<file path="src/rtl/fseq_pkg.sv">
package fseq_pkg;

  localparam logic [7:0] C_SR_ERASE   = 8'h20;
  localparam logic [7:0] C_SR_CONFIRM = 8'hD0;
  localparam logic [7:0] C_SR_PROG    = 8'h40;
  localparam logic [7:0] C_READ_ARRAY = 8'hFF;
  localparam logic [7:0] C_UL_KEY1    = 8'hAA;
  localparam logic [7:0] C_UL_KEY2    = 8'h55;
  localparam logic [7:0] C_UL_ESETUP  = 8'h80;
  localparam logic [7:0] C_UL_BERASE  = 8'h30;
  localparam logic [7:0] C_UL_PROG    = 8'hA0;

  typedef enum logic [2:0] {
    E_NONE    = 3'd0,
    E_PROTECT = 3'd1,
    E_PROGRAM = 3'd2,
    E_ERASE   = 3'd3,
    E_OTHER   = 3'd4,
    E_TIMEOUT = 3'd5,
    E_NODEV   = 3'd6
  } err_e;

  // Prioritised decode of the status flags [6:1]; ready and reserved bits excluded.
  function automatic err_e decode_status(logic [6:1] fl);
    if (fl[1])                    return E_PROTECT;
    else if (fl[4])               return E_PROGRAM;
    else if (fl[5])               return E_ERASE;
    else if (fl[6] | fl[3] | fl[2]) return E_OTHER;
    else                          return E_NONE;
  endfunction

  // Index of the last write in a command group.
  function automatic logic [2:0] last_step(logic unl, logic prog);
    if (!unl)      return 3'd1;
    else if (prog) return 3'd3;
    else           return 3'd5;
  endfunction

endpackage

</file>
<file path="src/rtl/fseq_tick_timer.sv">
module fseq_tick_timer #(
  parameter int CYC_PER_TICK = 12500
) (
  input  logic clk_i,
  input  logic rst_ni,
  input  logic clr_i,
  input  logic en_i,
  output logic tick_o
);
  localparam int CW = (CYC_PER_TICK > 1) ? $clog2(CYC_PER_TICK) : 1;
  localparam logic [CW-1:0] LAST = CW'(CYC_PER_TICK - 1);

  logic [CW-1:0] cnt_q;

  assign tick_o = en_i && (cnt_q == LAST);

  always_ff @(posedge clk_i or negedge rst_ni) begin
    if (!rst_ni)      cnt_q <= '0;
    else if (clr_i)   cnt_q <= '0;
    else if (en_i)    cnt_q <= tick_o ? '0 : cnt_q + CW'(1);
  end
endmodule

</file>
<file path="src/rtl/fseq_poll_eval.sv">
module fseq_poll_eval
  import fseq_pkg::*;
#(
  parameter int DW = 32
) (
  input  logic          unl_i,
  input  logic [DW-1:0] st_a_i,
  input  logic [DW-1:0] st_b_i,
  output logic          complete_o,
  output err_e          code_o
);
  logic unused_rsvd;
  assign unused_rsvd = ^{st_a_i, st_b_i};

  always_comb begin
    if (unl_i) begin
      complete_o = (st_a_i[6] == st_b_i[6]);
      code_o     = E_NONE;
    end else begin
      complete_o = st_b_i[7];
      code_o     = st_b_i[7] ? decode_status(st_b_i[6:1]) : E_NONE;
    end
  end
endmodule

</file>
<file path="src/rtl/flash_seq.sv">
module flash_seq
  import fseq_pkg::*;
#(
  parameter int ADDR_W       = 24,
  parameter int DW           = 32,
  parameter int LEN_W        = 12,
  parameter int TO_W         = 8,
  parameter int CYC_PER_TICK = 12500,
  parameter int UNLOCK_OFS   = 'h555,
  parameter int ACK_OFS      = 'h2AA
) (
  input  logic              clk_i,
  input  logic              rst_ni,
  input  logic              start_i,
  input  logic [ADDR_W-1:0] blk_ofs_i,
  input  logic [LEN_W-1:0]  buf_len_i,
  input  logic [1:0]        dialect_i,
  input  logic [1:0]        wsel_i,
  input  logic [TO_W-1:0]   erase_to_i,
  input  logic [TO_W-1:0]   write_to_i,
  output logic              buf_re_o,
  output logic [LEN_W-1:0]  buf_addr_o,
  input  logic [DW-1:0]     buf_rdata_i,
  output logic              bus_wr_o,
  output logic              bus_rd_o,
  output logic [ADDR_W-1:0] bus_addr_o,
  output logic [DW-1:0]     bus_wdata_o,
  input  logic [DW-1:0]     bus_rdata_i,
  output logic              busy_o,
  output logic              done_o,
  output logic [2:0]        err_o
);
  localparam int RW = TO_W + 4;
  localparam logic [ADDR_W-1:0] UA = ADDR_W'(UNLOCK_OFS);
  localparam logic [ADDR_W-1:0] KA = ADDR_W'(ACK_OFS);

  typedef enum logic [3:0] {
    S_IDLE, S_CMD, S_PCHK, S_TICK, S_RD1, S_RD2, S_RD3, S_FETCH, S_FETCH_W, S_RA
  } state_e;

  typedef struct packed {
    logic [ADDR_W-1:0] addr;
    logic [DW-1:0]     data;
  } op_t;

  function automatic logic [ADDR_W-1:0] align(logic [ADDR_W-1:0] a, logic [1:0] ws);
    logic [ADDR_W-1:0] m;
    m = (ADDR_W'(1) << ws) - ADDR_W'(1);
    return a & ~m;
  endfunction

  function automatic logic [DW-1:0] lane_mask(logic [1:0] ws);
    logic [DW-1:0] m;
    m = '0;
    for (int b = 0; b < DW / 8; b++)
      if (b < (1 << ws)) m[b*8 +: 8] = 8'hFF;
    return m;
  endfunction

  function automatic logic [RW-1:0] poll_limit(logic [TO_W-1:0] t);
    return (RW'(t) << 3) + (RW'(t) << 1);
  endfunction

  function automatic op_t op_for_step(logic unl, logic prog, logic [2:0] step,
                                      logic [ADDR_W-1:0] base, logic [ADDR_W-1:0] wa,
                                      logic [DW-1:0] wd);
    op_t o;
    o.addr = base;
    o.data = '0;
    if (!unl) begin
      o.addr = prog ? wa : base;
      if (step == 3'd0) o.data = DW'(prog ? C_SR_PROG : C_SR_ERASE);
      else              o.data = prog ? wd : DW'(C_SR_CONFIRM);
    end else if (!prog) begin
      case (step)
        3'd0:    begin o.addr = base + UA; o.data = DW'(C_UL_KEY1);   end
        3'd1:    begin o.addr = base + KA; o.data = DW'(C_UL_KEY2);   end
        3'd2:    begin o.addr = base + UA; o.data = DW'(C_UL_ESETUP); end
        3'd3:    begin o.addr = base + UA; o.data = DW'(C_UL_KEY1);   end
        3'd4:    begin o.addr = base + KA; o.data = DW'(C_UL_KEY2);   end
        default: begin o.addr = base;      o.data = DW'(C_UL_BERASE); end
      endcase
    end else begin
      case (step)
        3'd0:    begin o.addr = UA; o.data = DW'(C_UL_KEY1); end
        3'd1:    begin o.addr = KA; o.data = DW'(C_UL_KEY2); end
        3'd2:    begin o.addr = UA; o.data = DW'(C_UL_PROG); end
        default: begin o.addr = wa; o.data = wd;             end
      endcase
    end
    return o;
  endfunction

  state_e            st_q;
  logic [2:0]        step_q;
  logic              prog_q, unl_q, busy_q, done_q;
  logic [LEN_W:0]    idx_q;
  logic [LEN_W-1:0]  len_q;
  logic [DW-1:0]     dat_q, st0_q;
  logic [RW-1:0]     rem_q;
  logic [ADDR_W-1:0] ofs_q;
  logic [1:0]        wsel_q;
  logic [TO_W-1:0]   toe_q, tow_q;
  err_e              err_q;

  // Named internal events for the assertions.
  logic [2:0]        last_s, last_m1;
  logic              in_cmd, is_last, ev_prog_cmd, ev_data_wr, ev_read_array, ev_poll_rd1;
  logic              unsupported, tmr_tick, pe_fire, pe_complete;
  err_e              pe_code;
  logic [LEN_W:0]    step_bytes, adv_idx;
  logic [ADDR_W-1:0] base_a, word_a;
  op_t               cur_op;

  assign last_s        = last_step(unl_q, prog_q);
  assign last_m1       = last_s - 3'd1;
  assign in_cmd        = (st_q == S_CMD);
  assign is_last       = (step_q == last_s);
  assign ev_prog_cmd   = in_cmd && prog_q && (step_q == last_m1);
  assign ev_data_wr    = in_cmd && prog_q && is_last;
  assign ev_read_array = (st_q == S_RA);
  assign ev_poll_rd1   = (st_q == S_RD1);
  assign unsupported   = dialect_i[1] || (wsel_i == 2'd3);

  assign step_bytes = (LEN_W + 1)'(1) << wsel_q;
  assign adv_idx    = prog_q ? (idx_q + step_bytes) : '0;
  assign base_a     = align(ofs_q, wsel_q);
  assign word_a     = align(ofs_q + ADDR_W'(idx_q), wsel_q);
  assign cur_op     = op_for_step(unl_q, prog_q, step_q, ofs_q, word_a, dat_q);

  fseq_tick_timer #(.CYC_PER_TICK(CYC_PER_TICK)) u_timer (
    .clk_i  (clk_i),
    .rst_ni (rst_ni),
    .clr_i  (st_q == S_PCHK),
    .en_i   (st_q == S_TICK),
    .tick_o (tmr_tick)
  );

  fseq_poll_eval #(.DW(DW)) u_eval (
    .unl_i      (unl_q),
    .st_a_i     (st0_q),
    .st_b_i     (bus_rdata_i),
    .complete_o (pe_complete),
    .code_o     (pe_code)
  );

  assign pe_fire = ((st_q == S_RD2) && !unl_q) || (st_q == S_RD3);

  assign bus_wr_o    = in_cmd || ev_read_array;
  assign bus_rd_o    = ev_poll_rd1 || ((st_q == S_RD2) && unl_q);
  assign bus_addr_o  = ev_read_array ? '0 : (in_cmd ? align(cur_op.addr, wsel_q) : base_a);
  assign bus_wdata_o = ev_read_array ? DW'(C_READ_ARRAY) : cur_op.data;
  assign buf_re_o    = (st_q == S_FETCH);
  assign buf_addr_o  = idx_q[LEN_W-1:0];
  assign busy_o      = busy_q;
  assign done_o      = done_q;
  assign err_o       = err_q;

  always_ff @(posedge clk_i or negedge rst_ni) begin
    if (!rst_ni) begin
      st_q <= S_IDLE; step_q <= '0; prog_q <= 1'b0; unl_q <= 1'b0;
      busy_q <= 1'b0; done_q <= 1'b0; idx_q <= '0; len_q <= '0;
      dat_q <= '0; st0_q <= '0; rem_q <= '0; ofs_q <= '0; wsel_q <= '0;
      toe_q <= '0; tow_q <= '0; err_q <= E_NONE;
    end else begin
      done_q <= 1'b0;
      case (st_q)
        S_IDLE: if (start_i) begin
          if (unsupported) begin
            err_q  <= E_NODEV;
            done_q <= 1'b1;
          end else begin
            err_q  <= E_NONE;
            busy_q <= 1'b1;
            ofs_q  <= blk_ofs_i;
            len_q  <= buf_len_i;
            unl_q  <= dialect_i[0];
            wsel_q <= wsel_i;
            toe_q  <= erase_to_i;
            tow_q  <= write_to_i;
            step_q <= '0;
            prog_q <= 1'b0;
            idx_q  <= '0;
            st_q   <= S_CMD;
          end
        end
        S_CMD: begin
          if (is_last) begin
            rem_q  <= poll_limit(prog_q ? tow_q : toe_q);
            step_q <= '0;
            st_q   <= S_PCHK;
          end else begin
            step_q <= step_q + 3'd1;
          end
        end
        S_PCHK: begin
          if (rem_q == '0) begin
            err_q <= E_TIMEOUT;
            st_q  <= S_RA;
          end else begin
            st_q <= S_TICK;
          end
        end
        S_TICK: if (tmr_tick) begin
          rem_q <= rem_q - RW'(1);
          st_q  <= S_RD1;
        end
        S_RD1: st_q <= S_RD2;
        S_RD2: begin
          st0_q <= bus_rdata_i;
          if (unl_q) st_q <= S_RD3;
        end
        S_FETCH:   st_q <= S_FETCH_W;
        S_FETCH_W: begin
          dat_q  <= buf_rdata_i & lane_mask(wsel_q);
          step_q <= '0;
          st_q   <= S_CMD;
        end
        S_RA: begin
          busy_q <= 1'b0;
          done_q <= 1'b1;
          st_q   <= S_IDLE;
        end
        default: st_q <= S_IDLE;
      endcase
      if (pe_fire) begin
        if (!pe_complete) begin
          st_q <= S_PCHK;
        end else if (pe_code != E_NONE) begin
          err_q <= pe_code;
          st_q  <= S_RA;
        end else if (adv_idx < {1'b0, len_q}) begin
          idx_q  <= adv_idx;
          prog_q <= 1'b1;
          st_q   <= S_FETCH;
        end else begin
          st_q <= S_RA;
        end
      end
    end
  end

  AST_DATA_BACK_TO_BACK: assert property (@(posedge clk_i) disable iff (!rst_ni)
    ev_prog_cmd |=> ev_data_wr);
  AST_POLL_AFTER_TICK: assert property (@(posedge clk_i) disable iff (!rst_ni)
    ev_poll_rd1 |-> $past(tmr_tick));
  AST_READ_ARRAY_LAST: assert property (@(posedge clk_i) disable iff (!rst_ni)
    (done_o && (err_o != 3'(E_NODEV))) |-> $past(ev_read_array));
  AST_QUIET_WHEN_IDLE: assert property (@(posedge clk_i) disable iff (!rst_ni)
    !busy_o |-> !(bus_wr_o || bus_rd_o || buf_re_o));
  AST_DONE_PULSE: assert property (@(posedge clk_i) disable iff (!rst_ni)
    done_o |=> !done_o);
  AST_START_IGNORED: assert property (@(posedge clk_i) disable iff (!rst_ni)
    (busy_o && start_i) |=> ($stable(ofs_q) && $stable(unl_q) && $stable(len_q)));
endmodule

</file>
<file path="config.mk">
export PLATFORM = sky130hd
export DESIGN_NAME = flash_seq
export DESIGN_NICKNAME = d
export VERILOG_FILES = /design/src/rtl/fseq_pkg.sv /design/src/rtl/fseq_tick_timer.sv /design/src/rtl/fseq_poll_eval.sv /design/src/rtl/flash_seq.sv
export SDC_FILE = /design/constraint.sdc
export NUM_CORES = 1
export LEC_CHECK = 0
export ABC_AREA = 1
export BUFFER_PORTS_ARGS = -buffer_cell sky130_fd_sc_hd__clkbuf_2
export CAP_MARGIN = 20
export CORE_MARGIN = 5
export CORE_UTILIZATION = 30
export CTS_BUF_LIST = sky130_fd_sc_hd__clkbuf_8 sky130_fd_sc_hd__clkbuf_16
export DETAILED_ROUTE_END_ITERATION = 7
export PLACE_DENSITY = 0.59
export SLEW_MARGIN = 20
export SYNTH_ARGS = -nofsm -noshare
export SYNTH_HDL_FRONTEND = slang
export SYNTH_HIERARCHICAL = 1
export SYNTH_SLANG_ARGS = --single-unit
</file>
<file path="constraint.sdc">
create_clock -name clk_i -period 3.3 [get_ports clk_i]
set_input_delay 0.66 -clock clk_i [delete_from_list [all_inputs] [get_ports clk_i]]
set_output_delay 0.66 -clock clk_i [all_outputs]
set_load 0.05 [all_outputs]
</file>
==> metrics.csv <==
stage,metric,value,unit
timing,fin_crit,3.34,ns
floorplanning,num_io_pins,199,
placed_design,hpwlAfterDp,33800,µm
floorplanning,row_count,71,
grt,grt_overflow_total,0,
floorplanning,chipWidth,206,µm
synthesis,syn_inst,1814,
grt,grt_pass1_wl,67500,µm
timing,fin_skew,0.00971,ns
pwr,power.total,19.0,mW
detailed_routing,drc_errors,0,
outcome,violations,negative setup slack,
detailed_routing,drt-wirelength-per-cell,17.5,µm
pwr,seq_power_share,15.8,%
pwr,switching_share,55.0,%
detailed_routing,first_pass_iters,7,
floorplanning,die-area,42500,µm²
clock_network,cts_tree,yes,
pwr,internal_power,8.53,mW
detailed_routing,first_iter_violations,924,
grt,grt_use_total,20.3,%
timing,maxSlewHeadroom,54.7,%
clock_network,clkTransAtPathRegs,0.07,ns
placed_design,gp_congestion,1.00,
detailed_routing,ant_nets,0,
pwr,power_switching,10.4,mW
timing,tightest_slew,0.679,ns
pwr,power_density,1230,nW/µm²
timing,rsz0062_at_grt,yes,
clock_network,htree_levels,4,
timing,slew_viol_final,0,
placed_design,pre_cts_ws,-0.0250,ns
flow_run,drv_cap,0,
pwr,power_frac_clock,10.7,%
floorplanning,start_util,30.5,%
final_layout,n_antenna_cell,0,
clock_network,clk_latency,0.45,ns
worst_setup_path,crit_chain,ha_2 -> inv_2 -> fa_2 -> o21ai_2 -> buf_6 -> nand2_4 -> nand2_4 -> nand2_2 -> nand2_2 -> nor2_2 -> o21ai_2 -> nand2_1 -> a21oi_2 -> buf_4 -> buf_12,
detailed_routing,wirelength,44900,µm
placed_design,port_buffers,173,
synthesis,yosys_warnings,6,
worst_setup_path,endpoint_kind,output pin,
timing,setup_violations,1,
timing,max_freq,0.299,GHz
timing,fin_crit_sh,101,%
final_layout,nets,2214,
clock_network,cts-root-buf,clkbuf_16,
clock_network,cts_buffer_depth,2,
worst_setup_path,cp.depth,15,
grt,antenna_found_initial,0,
final_layout,utilization,40.7,%
grt,grt_max_degree,62,
worst_setup_path,cp_max_fo,4,
floorplanning,core,37800,µm²
timing,hold_viol_final,0,
worst_setup_path,required,2.64,ns
synthesis,syn-cell-area,11500,µm²
synthesis,avgSynthCellArea,6.36,µm²
final_layout,syn_to_final_growth,33.5,%
worst_setup_path,reg2regPathDepth,19,
clock_network,cts_sinks,140,
timing,tns,-0.0414,ns
pwr,comb_power_share,73.5,%
worst_setup_path,crit_path_max_incr_delay,0.38,ns
pwr,power.leakage,7.56,nW
outcome,status,"complete, but fails checks",
detailed_routing,viasPerCell,5.09,
worst_hold_path,hold_class,input pin to asynchronous set/reset pin,
grt,grt_pass1_vias,12200,
floorplanning,die_h,206,µm
worst_setup_path,worstSetupStartpointType,register,
final_layout,drive_gt1_share,25.9,%
detailed_routing,num_vias,13100,
worst_setup_path,critPathKind,register to output pin,
pwr,ir_drop,0.543,mV
worst_setup_path,critical_path_buf_inv_count,4,
timing,setup_slack,-0.0414,ns
worst_setup_path,timing.critical_path.slowest_stage_cell,dfrtp_1,
worst_setup_path,worst_ep_arrival_time,2.68,ns
clock_network,cts_hold_buf,0,
synthesis,synthesis.nets,1985,
clock_network,cts_buffers,17,
worst_setup_path,critPathTopFamily,adder cells,
worst paths after layout:
check | start | end | slack [ns]
setup reg to reg | idx_q[2] | idx_q[8] | 0.12
hold / removal | rst_ni | ofs_q[21] | 0.20
max in group asynchronous | rst_ni | step_q[2] | 2.19
min in group clk_i | write_to_i[0] | tow_q[0] | 0.41
setup / recovery | idx_q[0] | bus_addr_o[10] | -0.04
hold reg to reg | tow_q[5] | tow_q[5] | 0.48
power by group through the flow:
stage,sequential (mW),clock (mW),combinational [mW]
6_report,3.00,2.03,13.9
5_1_grt,3.09,2.14,14.9
4_1_cts,2.97,2.08,13.0
3_5_place_dp,2.99,0,12.3
3_3_place_gp,2.98,0,12.2
2_1_floorplan,2.87,0,7.91
sequential cells by signal, indices dropped and copies added (netlist names):
| name | count |
|---|---|
| busy_o | 1 |
| dat_q | 32 |
| done_o | 1 |
| err_o | 3 |
| idx_q | 13 |
| len_q | 12 |
| ofs_q | 24 |
| prog_q | 1 |
| rem_q | 12 |
| st0_q | 1 |
| st_q | 4 |
| step_q | 3 |
| toe_q | 8 |
| tow_q | 8 |
| u_timer/cnt_q | 14 |
| unl_q | 1 |
| wsel_q | 2 |
final cells by class:
cell class / instances / area, µm²
Timing Repair Buffer: 279 / 2210
Multi-Input combinational cell: 1373 / 7530
Inverter: 232 / 891
Fill cell: 4062 / 22400
Tap cell: 511 / 639
Clock inverter: 14 / 173
Clock buffer: 17 / 425
Sequential cell: 140 / 3530
through the flow:
stage | cell area [µm²] | cells | hold WS (ns)
4_1_cts | 14700 | 2543 | 0.222
3_5_place_dp | 13600 | 2501 | 0.466
6_report | 15400 | 2566 | 0.205
2_1_floorplan | 11600 | 1814 | 0.364
5_1_grt | 15400 | 2566 | 0.249
3_3_place_gp | 13600 | 2501 | 0.466
routing by layer:
layer / vias to the layer above / wire length, µm / track usage [%]
li1: 6370 / - / -
met1: 6137 / 19700 / 27.6
met2: 489 / 21400 / 33.8
met3: 68 / 2840 / 3.11
met4: 0 / 963 / 5.20
met5: - / 0 / 0
what timing repair did:
item                                    CTS  global route
gates resized for setup                 100           174
gates cloned                              1             5
endpoints found under the hold margin     0             0
pin swaps                                16            37
endpoints found under the setup margin   51            66
setup buffers                            10            18
worst reg2reg max path: stages (launching register included):
cell,delay [ns]
dfrtp_2,0.45
buf_4,0.17
ha_1,0.38
nand3_1,0.13
nand2_1,0.11
nor2_1,0.05
nor3_1,0.37
ha_1,0.31
nand2_1,0.07
inv_1,0.05
o21ai_0,0.08
nand3_1,0.12
nand2_1,0.07
nand2_1,0.06
nand2_2,0.08
nand2_4,0.11
nand2_8,0.13
nand3_4,0.17
nand3_1,0.13
nand2_1,0.06
placed cells by master, fill, tap and decap left out, drive strengths merged, types with 2 or more instances in the layout:
cell / n
xor2: 7
o22ai: 3
clkbuf: 147
a21o: 2
nor3b: 2
o31ai: 3
buf: 148
nor4: 3
xnor2: 10
o2111ai: 3
o21bai: 6
a21oi: 83
and3: 3
o221ai: 6
clkinvlp: 3
nor2: 163
inv: 234
ha: 46
nand3: 185
fa: 2
nand4: 23
and2: 2
o21ai: 170
a31oi: 6
nor3: 44
dfrtp: 140
or2: 5
bufinv: 3
clkinv: 6
nand2: 571
nand3b: 4
o211ai: 14
o21a: 2
Note: power is estimated with default switching activity, not from simulation.
